**src/rtl/crc_mmio_pkg.sv**
```systemverilog
package crc_mmio_pkg;
    localparam int          WORD_W    = 32;
    localparam logic [31:0] CRC_POLY  = 32'h04C11DB7;
    localparam logic [31:0] CRC_SEED  = 32'hFFFFFFFF;

    typedef enum logic [1:0] {SZ_WORD, SZ_HALF, SZ_BYTE, SZ_BAD} acc_size_e;
    typedef enum logic [1:0] {TGT_DATA, TGT_SCRATCH, TGT_CTRL, TGT_NONE} tgt_e;
    typedef enum logic {ST_IDLE, ST_RESP} bus_state_e;
endpackage

```
**src/rtl/crc_lane_engine.sv**
```systemverilog
module crc_lane_engine
    import crc_mmio_pkg::*;
#(
    parameter int          W      = WORD_W,
    parameter logic [W-1:0] POLY  = CRC_POLY,
    parameter int          NLANES = 3
) (
    input  logic [W-1:0] crc_in,
    input  logic [W-1:0] data_in,
    input  acc_size_e    size,
    output logic [W-1:0] crc_out
);
    logic [NLANES-1:0][W-1:0] lane_res;

    // lane g consumes W >> g bits, MSB first
    for (genvar g = 0; g < NLANES; g++) begin : g_lane
        localparam int LW = W >> g;
        logic [W-1:0] lane_c;
        always_comb begin
            logic fb;
            lane_c = crc_in;
            for (int i = LW - 1; i >= 0; i--) begin
                fb     = lane_c[W-1] ^ data_in[i];
                lane_c = {lane_c[W-2:0], 1'b0};
                if (fb) lane_c = lane_c ^ POLY;
            end
        end
        assign lane_res[g] = lane_c;
    end

    always_comb begin
        unique case (size)
            SZ_WORD: crc_out = lane_res[0];
            SZ_HALF: crc_out = lane_res[1];
            SZ_BYTE: crc_out = lane_res[2];
            default: crc_out = crc_in;
        endcase
    end
endmodule

```
**src/rtl/crc_bus_ctrl.sv**
```systemverilog
module crc_bus_ctrl
    import crc_mmio_pkg::*;
#(
    parameter int ADDR_W = 4
) (
    input  logic              clk,
    input  logic              rst_n,
    input  logic              req,
    input  logic [ADDR_W-1:0] addr,
    input  logic [3:0]        be,
    output logic              accept,
    output tgt_e              tgt,
    output acc_size_e         size,
    output logic              ready
);
    bus_state_e state_q, state_d;
    logic       upper_zero;

    // state register
    always_ff @(posedge clk or negedge rst_n) begin
        if (!rst_n) state_q <= ST_IDLE;
        else        state_q <= state_d;
    end

    // transitions: ACCEPT (idle -> resp), RESPOND (resp -> idle)
    always_comb begin
        state_d = state_q;
        unique case (state_q)
            ST_IDLE: if (req) state_d = ST_RESP;
            ST_RESP: state_d = ST_IDLE;
            default: state_d = ST_IDLE;
        endcase
    end

    // outputs
    always_comb begin
        accept = (state_q == ST_IDLE) && req;
        ready  = (state_q == ST_RESP);
    end

    // address width variant: extra upper bits must be zero
    if (ADDR_W > 4) begin : g_wide
        assign upper_zero = ~|addr[ADDR_W-1:4];
    end else begin : g_narrow
        assign upper_zero = 1'b1;
    end

    always_comb begin
        tgt = TGT_NONE;
        if (upper_zero && addr[1:0] == 2'b00) begin
            unique case (addr[3:2])
                2'd0:    tgt = TGT_DATA;
                2'd1:    tgt = TGT_SCRATCH;
                2'd2:    tgt = TGT_CTRL;
                default: tgt = TGT_NONE;
            endcase
        end
    end

    always_comb begin
        case (be)
            4'b1111: size = SZ_WORD;
            4'b0011: size = SZ_HALF;
            4'b0001: size = SZ_BYTE;
            default: size = SZ_BAD;
        endcase
    end


    ready_pulse_chk: assert property (@(posedge clk) disable iff (!rst_n)
        ready |=> !ready);

    ready_after_req_chk: assert property (@(posedge clk) disable iff (!rst_n)
        ready |-> $past(req));
endmodule

```
**src/rtl/crc_reg_store.sv**
```systemverilog
module crc_reg_store
    import crc_mmio_pkg::*;
#(
    parameter int          W    = WORD_W,
    parameter logic [W-1:0] SEED = CRC_SEED
) (
    input  logic         clk,
    input  logic         rst_n,
    input  logic         accept,
    input  logic         we,
    input  tgt_e         tgt,
    input  acc_size_e    size,
    input  logic [W-1:0] wdata,
    input  logic [W-1:0] crc_next,
    output logic [W-1:0] crc_q,
    output logic [W-1:0] rdata
);
    localparam int HW = W / 2;
    localparam int BW = 8;

    logic [W-1:0] scr_q;
    logic         restart_q;
    logic [W-1:0] rd_val;
    logic         wr_data, wr_scr, wr_ctl;

    always_comb begin
        wr_data = accept && we && tgt == TGT_DATA    && size != SZ_BAD;
        wr_scr  = accept && we && tgt == TGT_SCRATCH && size == SZ_WORD;
        wr_ctl  = accept && we && tgt == TGT_CTRL    && size == SZ_WORD;
    end

    always_ff @(posedge clk or negedge rst_n) begin
        if (!rst_n)         crc_q <= SEED;
        else if (restart_q) crc_q <= SEED;
        else if (wr_data)   crc_q <= crc_next;
    end

    always_ff @(posedge clk or negedge rst_n) begin
        if (!rst_n) restart_q <= 1'b0;
        else        restart_q <= wr_ctl && wdata[0];
    end

    always_ff @(posedge clk or negedge rst_n) begin
        if (!rst_n)      scr_q <= '0;
        else if (wr_scr) scr_q <= wdata;
    end

    always_comb begin
        rd_val = '0;
        unique case (tgt)
            TGT_DATA: begin
                unique case (size)
                    SZ_WORD: rd_val = crc_q;
                    SZ_HALF: rd_val = {{(W-HW){1'b0}}, crc_q[HW-1:0]};
                    SZ_BYTE: rd_val = {{(W-BW){1'b0}}, crc_q[BW-1:0]};
                    default: rd_val = '0;
                endcase
            end
            TGT_SCRATCH: rd_val = (size == SZ_WORD) ? scr_q : '0;
            TGT_CTRL:    rd_val = (size == SZ_WORD) ? {{(W-1){1'b0}}, restart_q} : '0;
            default:     rd_val = '0;
        endcase
    end

    always_ff @(posedge clk or negedge rst_n) begin
        if (!rst_n)      rdata <= '0;
        else if (accept) rdata <= we ? '0 : rd_val;
    end


    restart_clear_chk: assert property (@(posedge clk) disable iff (!rst_n)
        restart_q |=> (crc_q == SEED) && !restart_q);

    scratch_hold_chk: assert property (@(posedge clk) disable iff (!rst_n)
        !(accept && we && tgt == TGT_SCRATCH && size == SZ_WORD) |=> $stable(scr_q));

    crc_hold_chk: assert property (@(posedge clk) disable iff (!rst_n)
        (!(accept && we && tgt == TGT_DATA) && !restart_q) |=> $stable(crc_q));
endmodule

```
**src/rtl/crc_mmio_unit.sv**
```systemverilog
module crc_mmio_unit
    import crc_mmio_pkg::*;
#(
    parameter int ADDR_W = 4
) (
    input  logic              clk,
    input  logic              rst_n,
    input  logic              req,
    input  logic              we,
    input  logic [ADDR_W-1:0] addr,
    input  logic [31:0]       wdata,
    input  logic [3:0]        be,
    output logic [31:0]       rdata,
    output logic              ready
);
    logic        accept;
    tgt_e        tgt;
    acc_size_e   size;
    logic [31:0] crc_q, crc_next;

    crc_bus_ctrl #(.ADDR_W(ADDR_W)) u_bus (
        .clk(clk), .rst_n(rst_n), .req(req), .addr(addr), .be(be),
        .accept(accept), .tgt(tgt), .size(size), .ready(ready)
    );

    crc_lane_engine #(.W(WORD_W), .POLY(CRC_POLY), .NLANES(3)) u_eng (
        .crc_in(crc_q), .data_in(wdata), .size(size), .crc_out(crc_next)
    );

    crc_reg_store #(.W(WORD_W), .SEED(CRC_SEED)) u_regs (
        .clk(clk), .rst_n(rst_n), .accept(accept), .we(we), .tgt(tgt),
        .size(size), .wdata(wdata), .crc_next(crc_next), .crc_q(crc_q),
        .rdata(rdata)
    );
endmodule

```
**config.mk**
```make
export PLATFORM = sky130hd
export DESIGN_NAME = crc_mmio_unit
export DESIGN_NICKNAME = d
export VERILOG_FILES = /design/src/rtl/crc_mmio_pkg.sv /design/src/rtl/crc_lane_engine.sv /design/src/rtl/crc_bus_ctrl.sv /design/src/rtl/crc_reg_store.sv /design/src/rtl/crc_mmio_unit.sv
export SDC_FILE = /design/constraint.sdc
export NUM_CORES = 1
export LEC_CHECK = 0
export BUFFER_PORTS_ARGS = -buffer_cell sky130_fd_sc_hd__buf_2
export CORE_UTILIZATION = 62
export CTS_CLUSTER_DIAMETER = 50
export DETAILED_ROUTE_END_ITERATION = 8
export GPL_ROUTABILITY_DRIVEN = 0
export PLACE_DENSITY_LB_ADDON = 0.05
export SYNTH_ARGS = -nofsm -noshare
export SYNTH_HDL_FRONTEND = slang
export SYNTH_SLANG_ARGS = --single-unit
```
**constraint.sdc**
```tcl
create_clock -name clk -period 4.9 [get_ports clk]
set_input_delay 1.47 -clock clk [delete_from_list [all_inputs] [get_ports clk]]
set_output_delay 1.47 -clock clk [all_outputs]
set_load 0.01 [all_outputs]
```
### Yosys cells after proc, flatten, opt, wreduce, memory -nomap -nowiden

Cells that the tools add are included.
W data, S select, Z words.

* bits in registers: 98
* logic and storage cells: 211

* equality and inequality tests: 10
* multiplexer cells: 69
* bitwise gates (word level): 111
* reduce and logical (&&, ||, !) cells: 16

Operators with widths (number)
* $mux W27: 56
* $not A14 Y14: 54
* $pmux W32 S3: 3
* $mux W32: 4
* $xor A1 B1 Y1: 56
* $pmux W2 S3: 2
* $logic_and A1 B1 Y1: 9
* $logic_not A2 Y1: 4
* $eq A2 B1 Y1 const B: 3
* $eq A2 B2 Y1 const B: 3
* $eq A4 B1 Y1 const B: 1
* $eq A4 B2 Y1 const B: 1
* $eq A4 B4 Y1 const B: 1
* $reduce_bool A4 Y1: 1
* $mux W1: 2
* $mux W2: 1
* $ne A2 B2 Y1 const B: 1
* $pmux W1 S2: 1
* $reduce_and A2 Y1: 1
* $reduce_bool A2 Y1: 1
* $not A1 Y1: 1

### Longest topological paths before layout

Gate-level depths: netlist of the first run.

* word-level depth: 67
* depth in mapped cells: 15
* depth with buffers taken out: 13

### Modules after synthesis

A second synthesis of the first run with hierarchy kept.

* cell total of the unflattened synthesis: 876
* area total of the unflattened synthesis: 10304.9 µm²

Modules (own cells, without submodules)
* crc_lane_engine: times used 1, cells an instance 561, area an instance 5931.9 µm²
* crc_reg_store: times used 1, cells an instance 306, area an instance 4299.1 µm²
* crc_bus_ctrl: times used 1, cells an instance 9, area an instance 73.8 µm²

### Worst setup path before layout of the first run

No wires, ideal clock.

* path kind: in2reg
* from: input port wdata[28]
* to: register u_regs.crc_q[11]
* setup time: 0.080 ns
* arrival time: 4.755 ns
* data required time: 4.820 ns
* setup slack: 0.065 ns
* stages on the path: 11
* cell sequence: buf_2 xnor2_1 xnor3_2 xnor2_4 xnor3_1 xnor3_2 xor2_4 xor3_2 xor3_1 nor2_1 o22a_1

* word-level cells in the longest chain between the ends: 39
* elaborated cells on any way between the ends: 72
* classes of those cells: mux: 32; bitwise: 40

Ends and longest elaborated chain
* start, declared: RTL line crc_mmio_unit.sv:11 `input logic [31:0] wdata,`
* $xor A1 B1 Y1 (*): RTL line crc_lane_engine.sv:23 `fb = lane_c[W-1] ^ data_in[i];`
* $mux W27 (*): RTL line crc_lane_engine.sv:25 `if (fb) lane_c = lane_c ^ POLY;`
* $not A14 Y14 (no source line) or $mux W27 (tied branches)
* $mux W27 or $not A14 Y14 (tied branches) (3 in a row)
* $mux W27: RTL line crc_lane_engine.sv:25
* $not A14 Y14 (no source line) or $mux W27 (tied branches)
* $mux W27 or $not A14 Y14 (tied branches) (3 in a row)
* $mux W27: RTL line crc_lane_engine.sv:25
* [... 19 more ...]
* $mux W27: RTL line crc_lane_engine.sv:25
* $not A14 Y14 (no source line) or $xor A1 B1 Y1 (tied branches)
* $mux W27: RTL line crc_lane_engine.sv:25
* $not A14 Y14 (no source line) or $xor A1 B1 Y1 (tied branches)
* $mux W27 (*): RTL line crc_lane_engine.sv:25
* $pmux W32 S3 (*): RTL line crc_lane_engine.sv:32 `unique case (size)`
* $mux W32 (*): RTL line crc_reg_store.sv:35 `else if (wr_data) crc_q <= crc_next;`
* $mux W32 (*): RTL line crc_reg_store.sv:34 `else if (restart_q) crc_q <= SEED;`
* end signal, assigned: RTL line crc_reg_store.sv:35
* end, declared: RTL line crc_reg_store.sv:15 `output logic [W-1:0] crc_q,`

Every way passes the cells marked *; elsewhere a longest branch is shown, timed or not. The select of a mux whose other input is x is not followed.
A chain may end at the register's enable or synchronous reset.

### Final worst setup path of the first run

* from: input port wdata[23]
* to: register u_regs.crc_q[11]

* word-level cells in the longest chain between the ends: 32
* elaborated cells on any way between the ends: 53
* classes of those cells: mux: 27; bitwise: 26

Ends and longest elaborated chain (RTL line)
* $xor A1 B1 Y1 (*): crc_lane_engine.sv:23
* $mux W27 (*): crc_lane_engine.sv:25
* $mux W27 (5 in a row): crc_lane_engine.sv:25
* $not A14 Y14 (no source line)
* $mux W27: crc_lane_engine.sv:25
* $not A14 Y14 (no source line)
* $mux W27 (3 in a row): crc_lane_engine.sv:25
* $not A14 Y14 (no source line)
* [... 9 more ...]
* $mux W27 (2 in a row): crc_lane_engine.sv:25
* $not A14 Y14 (no source line)
* $mux W27 (*): crc_lane_engine.sv:25
* $not A14 Y14 (no source line)
* $mux W27 (*): crc_lane_engine.sv:25
* $pmux W32 S3 (*): crc_lane_engine.sv:32
* $mux W32 (*): crc_reg_store.sv:35
* $mux W32 (*): crc_reg_store.sv:34

Marks and branches as above.

==> metrics.md, run 1 <==
| Metric | Value |
|---|---|
| Pin count of the biggest net entering global routing | slightly above 70 |
| DRC violations left | 0 |
| Post-CTS Repair Setup Buffers | 0 |
| Clock slew at reported path FFs | 70 ps |
| Gr usage total | roughly 38% |
| CP delay by family, top | XOR/XNOR gates |
| RSZ-0062 raised after global routing | false |
| Hold buffers post-CTS | 0 |
| Global route total overflow | 0 |
| End-of-flow core utilization | 71.82% |
| CP Data Required Time | 5180 ps |
| Clock period minus worst slack | 4535 ps |
| Rows | 45 |
| Met3 WL | 2441 um |
| Drt first pass iters | 5 |
| Syn_nets | 979 |
| CP Max Fanout | 4 |
| Vias in the first global route | 7538 |
| EDFF count, synth | 0 |
| Max layer used | met4 |
| Hold Vio Cnt, Final | 0 |
| Worst EP arrival | a little under 5000 ps |
| Total Wirelength | 29020 um |
| Die Span Y | 126.5 um |
| Pins over their slew limit | 0 |
| Vias post-DR | 7423 |
| Initial DRC Count | between 700 and 800 |
| RR Endpoint | u_regs.crc_q[11]$_DFFE_PN1P_ |
| Worst hold path class | reg2reg |
| CTS tree | yes |
| R2r startpoint | u_regs.crc_q[28]$_DFFE_PN1P_ |
| First-pass GRT wire length | about 45000 um |
| F_max | 220.5 MHz |
| R2R depth | 10 |
| Max cap viols | 0 |
| Die width | 126.5 um |
| Metal2 WL | 13720 um |
| Crit path kind | in2reg |
| Main flop type after synthesis | dfrtp_1 |
| Mean Syn Cell Area | 10.32 um^2 |
| Worst-skew pair later-pin latency | roughly 350 ps |
| CTS Buf Count | 9 |
| CP startpoint kind | input pin |
| Final period utilization | between 90% and 100% |
| Core Footprint | 15150 um^2 |
| Initial antenna violation count | 0 |
| Final setup fails | 0 |
| Clk_skew | 8.281 ps |
| Routed len/inst | between 20 and 25 um |
| Met1 WL | 11860 um |
| Setup TNS | 0 ps |
| Area grow syn2layout | 13.11% |
| CP endpoint | u_regs.crc_q[11]$_DFFE_PN1P_ |
| Detailed placement HPWL | 23220 um |
| Register bit total from synthesis | 98 |
| Post-synthesis cell count | 932 |
| Layout Nets | between 1000 and 1500 |
| Initial cell density of the core | 63.49% |
| Commonest non-fill, non-tap cell in the layout | xnor2_1 |
| Post-DRT Antenna Nets | 0 |
| Sequential area share after synthesis | 25.92% |
| Clk sinks | 98 |
| Hold wc startpoint | u_regs.rdata[4]$_DFFE_PN0P_ |
| Mapped Area | between 9000 and 10000 um^2 |
| Setup crit start | wdata[23] |
| ANT cells | 0 |
| Critical Path, Cell by Cell | buf_2, xnor2_1, xor3_1, xnor3_1, xnor2_2, xnor3_1, xnor2_1, xor3_2, xor3_1, nor2_1, o22a_1 |
| H-tree Lvls | 3 |
| Critical Path End Type | register |
| Most frequent cells in the layout | 332 x xnor2_1, 114 x xor2_1, 75 x buf_2 |
| WHS Path Cells | 2 |
| Number of I/O port buffers | between 70 and 80 |
| Layout cell share with drive strength beyond 1 | 25.07% |
| Clk buf depth | 2 |
| WP buf/inv | 1 |
| Synth cell types | 45 |
| Slowest stage delay, CP | 620 ps |
| Slew @ Worst Pin | 1079 ps |
| CTS Root Cell | clkbuf_16 |
| Die ar. | between 15000 and 20000 um^2 |
| Ys Warns | 0 |
| Synth async-reset ratio | 100.0% |
| IO Count | between 70 and 80 |
| Fillers | between 1000 and 1500 |
| Status | complete, no violations |
| # resized after CTS | 0 |
| Max_slew headroom | between 20% and 30% |
| DR vias/cell | slightly above 6 |
| Max stage delay cell, worst path | xnor3_1 |
| R2R Setup Slk | 700 ps |
| Critical path depth | 11 |
-- cells by family after synthesis --
kind of cell | share of synthesized area [%]
buffers and inverters | 2.810
AND/OR/NAND/NOR | 3.721
flip-flops | 25.92
AO/OA/AOI/OAI | 10.82
multiplexers | 3.747
adder cells (fa/ha/maj) | 0.3904
XOR/XNOR | 52.59
-- cell usage after synthesis (all sizes together), types with 2 or more instances --
| master | n | area (um^2) |
|---|---|---|
| xnor3 | 28 | 635.6 |
| o221a | 2 | 22.52 |
| nand2b | 4 | 25.02 |
| and3 | 3 | 18.77 |
| a221oi | 13 | 113.9 |
| dfrtp | 66 | 1652 |
| o22a | 9 | 78.83 |
| mux2 | 32 | 360.4 |
| or2 | 2 | 12.51 |
| a22oi | 32 | 240.2 |
| ha | 3 | 37.54 |
| a21oi | 25 | 125.1 |
| o21ai | 52 | 260.3 |
| nor2 | 18 | 67.56 |
| nand2 | 44 | 165.2 |
| a221o | 15 | 150.1 |
| xor3 | 5 | 121.4 |
| xor2 | 118 | 1097 |
| nor4 | 2 | 12.51 |
| inv | 9 | 33.78 |
| dfstp | 32 | 840.8 |
| buf | 14 | 77.57 |
| xnor2 | 346 | 3203 |
| clkbuf | 42 | 158.9 |
| nor3 | 6 | 30.03 |
-- metal layers --
layer | GRT usage, % | vias up
li1 | - | 3318
met1 | 51.56 | 3640
met2 | 60.38 | 391
met3 | 6.369 | 74
met4 | 13.75 | 0
met5 | 0 | -
-- registers in the layout, summed over array words and instances (netlist names) --
register / flops
u_regs.restart_q: 1
u_bus.ready: 1
u_regs.rdata: 32
u_regs.scr_q: 32
u_regs.crc_q: 32
-- worst register-to-register path, stage by stage (launching register included) --
cell and delay (ps):
dfstp_2 750, xor2_1 510, xnor2_1 310, xnor3_1 460
xnor2_1 350, xnor3_1 600, xor2_1 270, xor3_2 430
xor3_1 240, nor2_1 50, o22a_1 170
-- worst min-delay path by stage --
| stage | end | slack, ps |
|---|---|---|
| floorplan | u_regs.scr_q[0]$_DFFE_PN0P_ | 480 |
| finish | u_regs.rdata[4]$_DFFE_PN0P_ | 480 |
| global placement | u_regs.rdata[4]$_DFFE_PN0P_ | 460 |
| CTS | u_regs.rdata[9]$_DFFE_PN0P_ | 480 |
| global route | u_regs.rdata[2]$_DFFE_PN0P_ | 500 |
| detailed placement | u_regs.rdata[9]$_DFFE_PN0P_ | 470 |
-- stage by stage --
step / hold slack, ps / std cells / cell area, um^2 / setup WS (ps)
after global routing: 504.3 / 1229 / 10880 / 201.7
final: 479.8 / 1229 / 10880 / 364.7
after global placement: 461.4 / 1213 / 10570 / 112.0
after floorplan: 481.1 / 932 / 9617 / 65.27
after detailed placement: 468.1 / 1213 / 10570 / 5.345
after CTS: 484.1 / 1229 / 10880 / 362.0
-- cell type report --
| cell class | instances | area (um^2) | share of cell area (%) |
|---|---|---|---|
| Multi-Input combinational cell | 769 | 6869 | 63.15 |
| Inverter | 9 | 33.78 | 0.3106 |
| Timing Repair Buffer | 149 | 943.4 | 8.673 |
| Sequential cell | 98 | 2492 | 22.91 |
| Clock inverter | 7 | 78.83 | 0.7246 |
| Tap cell | 188 | 235.2 | 2.162 |
| Clock buffer | 9 | 225.2 | 2.070 |
Power of run 1 is not shown: default switching activity piles up to over one toggle a cycle in this logic, so the estimate is an artifact.
==> run 2, diff against run 1 <==
--- a/config.mk
+++ b/config.mk
@@ -10,6 +10,7 @@
 export CTS_CLUSTER_DIAMETER = 50
 export DETAILED_ROUTE_END_ITERATION = 8
 export GPL_ROUTABILITY_DRIVEN = 0
+export GPL_TIMING_DRIVEN = 0
 export PLACE_DENSITY_LB_ADDON = 0.05
 export SYNTH_ARGS = -nofsm -noshare
 export SYNTH_HDL_FRONTEND = slang
==> run 2 against run 1 <==
Compared with the run above:
- via count is 3.4% lower
- non-clock buffer count decreased by 23
- hold slack worse by 1.7 ps
- clock skew rose by 4.4 ps
- wire length down 3.2%
- critical endpoint unchanged
==> metrics.md, run 2 (synthesized netlist as in run 1, its figures left out) <==
| Metric | Value |
|---|---|
| Status | complete, no violations |
| Hold buffers post-CTS | 0 |
| H-tree Lvls | 3 |
| Area grow syn2layout | 10.68% |
| Final setup fails | 0 |
| Post-DRT Antenna Nets | 0 |
| Commonest non-fill, non-tap cell in the layout | xnor2_1 |
| First-pass GRT wire length | 42320 um |
| Vias in the first global route | 6919 |
| Die width | between 100 and 150 um |
| Initial antenna violation count | 0 |
| Number of I/O port buffers | 67 |
| CP dominant cell by count | xnor2_1 |
| Slew @ Worst Pin | 1302 ps |
| DRC violations left | 0 |
| Layout Nets | 1060 |
| Die Span Y | ~130 um |
| Pin count of the biggest net entering global routing | 59 |
| Layout cell share with drive strength beyond 1 | about a fifth |
| CP Data Required Time | 5170 ps |
| Global route total overflow | 0 |
| Fillers | 1207 |
| Final WS setup | 47.95 ps |
| Top Registers | u_regs.crc_q (32), u_regs.rdata (32), u_regs.scr_q (32) |
| Drt first pass iters | 5 |
| Vias post-DR | 7172 |
| Die ar. | about 16000 um^2 |
| DP Worst Slack | -502.0 ps |
| Max_slew headroom | 12.61% |
| CTS Root Cell | clkbuf_16 |
| Initial cell density of the core | between 60% and 70% |
| Max cap viols | 0 |
| Worst hold path class | reg2reg |
| Clk buf depth | 2 |
| Slowest stage delay, CP | 560 ps |
| Clock period minus worst slack | 4852 ps |
| CP delay by family, top | XOR/XNOR gates |
| CTS Buf Count | 9 |
| Worst EP arrival | 5130 ps |
| Critical Path, Cell by Cell | buf_2, xor2_1, xnor2_1, xnor2_1, xnor2_1, xnor3_2, xor2_4, xor3_2, xor3_1, nor2_1, o22a_1 |
| IO Count | 77 |
| CP Max Fanout | 5 |
| ANT cells | 0 |
| Routed len/inst | 23.30 um |
| Hold Vio Cnt, Final | 0 |
| Worst-skew pair later-pin latency | between 300 and 400 ps |
| Most frequent cells in the layout | 323 x xnor2_1, 112 x xor2_1, 71 x buf_2 |
| Pins over their slew limit | 0 |
| Final period utilization | 99.02% |
| Clk_skew | around 13 ps |
| WP buf/inv | 1 |
| Gr usage total | 36.14% |
| Max stage delay cell, worst path | xor2_1 |
| CTS tree | yes |
| Initial DRC Count | 735 |
| Crit path kind | in2reg |
| Core Footprint | 15150 um^2 |
| CP startpoint kind | input pin |
| Clk sinks | 98 |
| Critical Path End Type | register |
| DR vias/cell | 5.947 |
| Detailed placement HPWL | 22400 um |
| Rows | 45 |
| Total Wirelength | roughly 28000 um |
| F_max | 206.1 MHz |
| Clock slew at reported path FFs | 70 ps |
## run 2: cell count changes in the layout (fill, tap and decap cells not counted), moves of 4 or more
cell / delta
clkbuf_1: +41
xnor2_1: -9
xnor3_1: -4
buf_4: -67
xnor3_2: +4
buf_2: -4
xnor2_2: +9
buf_1: +5
## run 2: layer usage
metal / GRT usage [%] / routed length [um] / vias up
met3: 5.061 / 1979 / 69
met1: 49.78 / 11920 / 3519
met4: 12.76 / 912 / 0
li1: - / - / 3275
met2: 58.43 / 13290 / 309
met5: 0 / 0 / -
## run 2: layout make-up
| class | instances | area, um^2 | area share, % |
|---|---|---|---|
| Inverter | 9 | 33.78 | 0.3174 |
| Multi-Input combinational cell | 769 | 6957 | 65.36 |
| Timing Repair Buffer | 70 | 380.4 | 3.574 |
| Buffer | 56 | 236.5 | 2.222 |
| Sequential cell | 98 | 2492 | 23.42 |
| Clock buffer | 9 | 225.2 | 2.116 |
| Tap cell | 188 | 235.2 | 2.210 |
| Clock inverter | 7 | 83.83 | 0.7876 |
## run 2: through the flow
step                std cells  util [%]  hold slack, ps  setup TNS, ps  instance area, um^2
floorplan                 932         -           481.1              0                 9617
global placement         1187     67.26           458.1          -6874                10190
detailed placement       1188     67.54           465.4          -4570                10230
CTS                      1204     69.75           483.2              0                10560
global route             1206     70.28           499.8         -9.761                10640
finish                   1206     70.28           478.1              0                10640
## run 2: worst paths after layout
| kind | start | cells past startpoint | end | slack [ps] |
|---|---|---|---|---|
| setup / recovery | wdata[6] | 11 | u_regs.crc_q[11]$_DFFE_PN1P_ | 50 |
| hold / removal | u_regs.rdata[4]$_DFFE_PN0P_ | 2 | u_regs.rdata[4]$_DFFE_PN0P_ | 480 |
| setup reg to reg | u_regs.crc_q[30]$_DFFE_PN1P_ | 11 | u_regs.crc_q[11]$_DFFE_PN1P_ | 560 |
| hold reg to reg | u_regs.rdata[4]$_DFFE_PN0P_ | 2 | u_regs.rdata[4]$_DFFE_PN0P_ | 480 |
| max in group asynchronous | rst_n | 2 | u_regs.scr_q[21]$_DFFE_PN0P_ | 3130 |
| min in group asynchronous | rst_n | 1 | u_regs.scr_q[20]$_DFFE_PN0P_ | 1120 |
## run 2: worst min-delay path, stage by stage (launching register included)
cell     delay (ps)
dfrtp_1         340
nand2_1          50
o21ai_0          60
## run 2: repair_timing
item / 4_1_cts / 5_1_grt
cloned: 0 / 0
endpoints found under the hold margin: 0 / 0
pin swaps: 1 / 4
buffers inserted: 0 / 2
setup endpoints to repair: 4 / 14
gates resized for setup: 5 / 11
Power of run 2 is left out for the same reason.
==> run 3, diff against run 2 <==
--- a/config.mk
+++ b/config.mk
@@ -11,7 +11,7 @@
 export DETAILED_ROUTE_END_ITERATION = 8
 export GPL_ROUTABILITY_DRIVEN = 0
 export GPL_TIMING_DRIVEN = 0
-export PLACE_DENSITY_LB_ADDON = 0.05
+export PLACE_DENSITY = 0.82
 export SYNTH_ARGS = -nofsm -noshare
 export SYNTH_HDL_FRONTEND = slang
 export SYNTH_SLANG_ARGS = --single-unit
==> run 3 against run 2 <==
Compared with the run above:
- register-to-register slack got worse by 70 ps
- global-route usage grew 0.76 points
- critical path depth stayed put
- maximum frequency is 0.25% higher
- cell count stayed put
- clock-buffer cell count rose by 2
- sequential share of layout area about the same
- via count up 3.5%
- critical path type unchanged
- critical endpoint unchanged
- core utilization increased by 0.12 points
- final area is 0.18% higher
==> metrics.md, run 3 (synthesized netlist as in run 1, its figures left out) <==
| Metric | Value |
|---|---|
| Status | complete, no violations |
| CP Data Required Time | 5180 ps |
| CP startpoint kind | input pin |
| Routed len/inst | 23.70 um |
| CP Max Fanout | 8 |
| Rows | 45 |
| Vias post-DR | between 7000 and 8000 |
| Core Footprint | between 15000 and 20000 um^2 |
| RSZ-0062 raised after global routing | false |
| Max_slew headroom | 21.27% |
| Clk sinks | 98 |
| Total Wirelength | 28580 um |
| CTS Root Cell | clkbuf_16 |
| Die Span Y | 126.5 um |
| Top Registers | u_regs.crc_q (32), u_regs.rdata (32), u_regs.scr_q (32) |
| F_max | 206.6 MHz |
| Initial cell density of the core | 63.49% |
| Pin count of the biggest net entering global routing | 57 |
| CTS tree | yes |
| Clock period minus worst slack | 4840 ps |
| Non-Filler Instances | 1206 |
| Number of I/O port buffers | 67 |
| First-pass GRT wire length | between 40000 and 50000 um |
| Vias in the first global route | 7409 |
| Detailed placement HPWL | between 20000 and 25000 um |
| H-tree Lvls | 3 |
| Worst-skew pair later-pin latency | 360 ps |
| R2R Setup Slk | 490 ps |
| Post-DRT Antenna Nets | 0 |
| Multi-input gate area | 6932 um^2 |
| Drt first pass iters | 5 |
| Worst EP arrival | approximately 5100 ps |
| Slew @ Worst Pin | around 1200 ps |
| Initial antenna violation count | 0 |
| Gr usage total | 36.91% |
| IO Count | 77 |
| Critical Path End Type | register |
| Hold Vio Cnt, Final | 0 |
| Layout Nets | 1060 |
| Seq. cell area | 2492 um^2 |
| Worst hold path class | reg2reg |
| DR vias/cell | approximately 6.2 |
| ANT cells | 0 |
| Die width | 126.5 um |
| DRC violations left | 0 |
| Clk_skew | 8.645 ps |
| Max cap viols | 0 |
| Commonest non-fill, non-tap cell in the layout | xnor2_1 |
| Hold buffers post-CTS | 0 |
| Layout cell share with drive strength beyond 1 | 20.04% |
| Clk buf depth | 2 |
| Placed cell count | 1188 |
| Global route total overflow | 0 |
| Most frequent cells in the layout | 328 x xnor2_1, 112 x xor2_1, 71 x buf_2 |
| Clock slew at reported path FFs | 70 ps |
| Die ar. | 16010 um^2 |
| Final setup fails | 0 |
| Fillers | 1130 |
| CTS Buf Count | 9 |
| Crit path kind | in2reg |
| Area grow syn2layout | 10.88% |
| Final period utilization | ~99% |
| Initial DRC Count | 774 |
| Pins over their slew limit | 0 |
## run 3: final cells by class
type                            count  area share (%)
Buffer                             56           2.218
Timing Repair Buffer               70           3.497
Clock buffer                       11           2.370
Tap cell                          188           2.206
Inverter                            9          0.3168
Clock inverter                      5           1.009
Multi-Input combinational cell    769           65.01
Sequential cell                    98           23.37
## run 3: per-layer routing
layer  global-route usage [%]  up-vias  part of all wire [%]
met5                        0        -                     0
met4                    16.02        0                   4.2
met3                    6.284       87                   8.6
met2                    58.92      409                    47
met1                    49.67     3657                    40
li1                         -     3271                     -
## run 3: through the flow
step	cell area, um^2	hold WS, ps	util [%]	setup WS [ps]	TNS, ps
6_report	10660	478.4	70.40	59.83	0
5_1_grt	10660	500.5	70.40	11.77	0
4_1_cts	10620	482.4	70.13	13.06	0
3_5_place_dp	10220	468.6	67.49	-498.2	-4381
3_3_place_gp	10190	460.1	67.26	-491.8	-5012
2_1_floorplan	9617	481.1	-	65.27	0
## run 3: critical path, cell delays in order
cell and delay [ps]:
buf_2 140, xnor2_4 380, xor3_1 560, xnor2_1 460, xnor3_1 430, xnor3_1 400
xor2_2 320, xor3_2 460, xor3_1 260, nor2_1 50, o22a_1 170
## run 3: worst paths after layout
check	startpoint	to	cells past startpoint
max	wdata[27]	u_regs.crc_q[11]$_DFFE_PN1P_	11
min	u_regs.rdata[11]$_DFFE_PN0P_	u_regs.rdata[11]$_DFFE_PN0P_	2
max in group asynchronous	rst_n	u_regs.rdata[24]$_DFFE_PN0P_	2
min in group asynchronous	rst_n	u_regs.rdata[1]$_DFFE_PN0P_	1
max reg2reg	u_regs.crc_q[29]$_DFFE_PN1P_	u_regs.crc_q[11]$_DFFE_PN1P_	11
min reg2reg	u_regs.rdata[11]$_DFFE_PN0P_	u_regs.rdata[11]$_DFFE_PN0P_	2
## run 3: timing repair
item	in CTS	in global routing
resized for setup	8	6
buffers inserted	0	2
pin swaps	3	4
endpoints found under the hold margin	0	0
endpoints found under the setup margin	5	7
Power of run 3 is left out for the same reason.
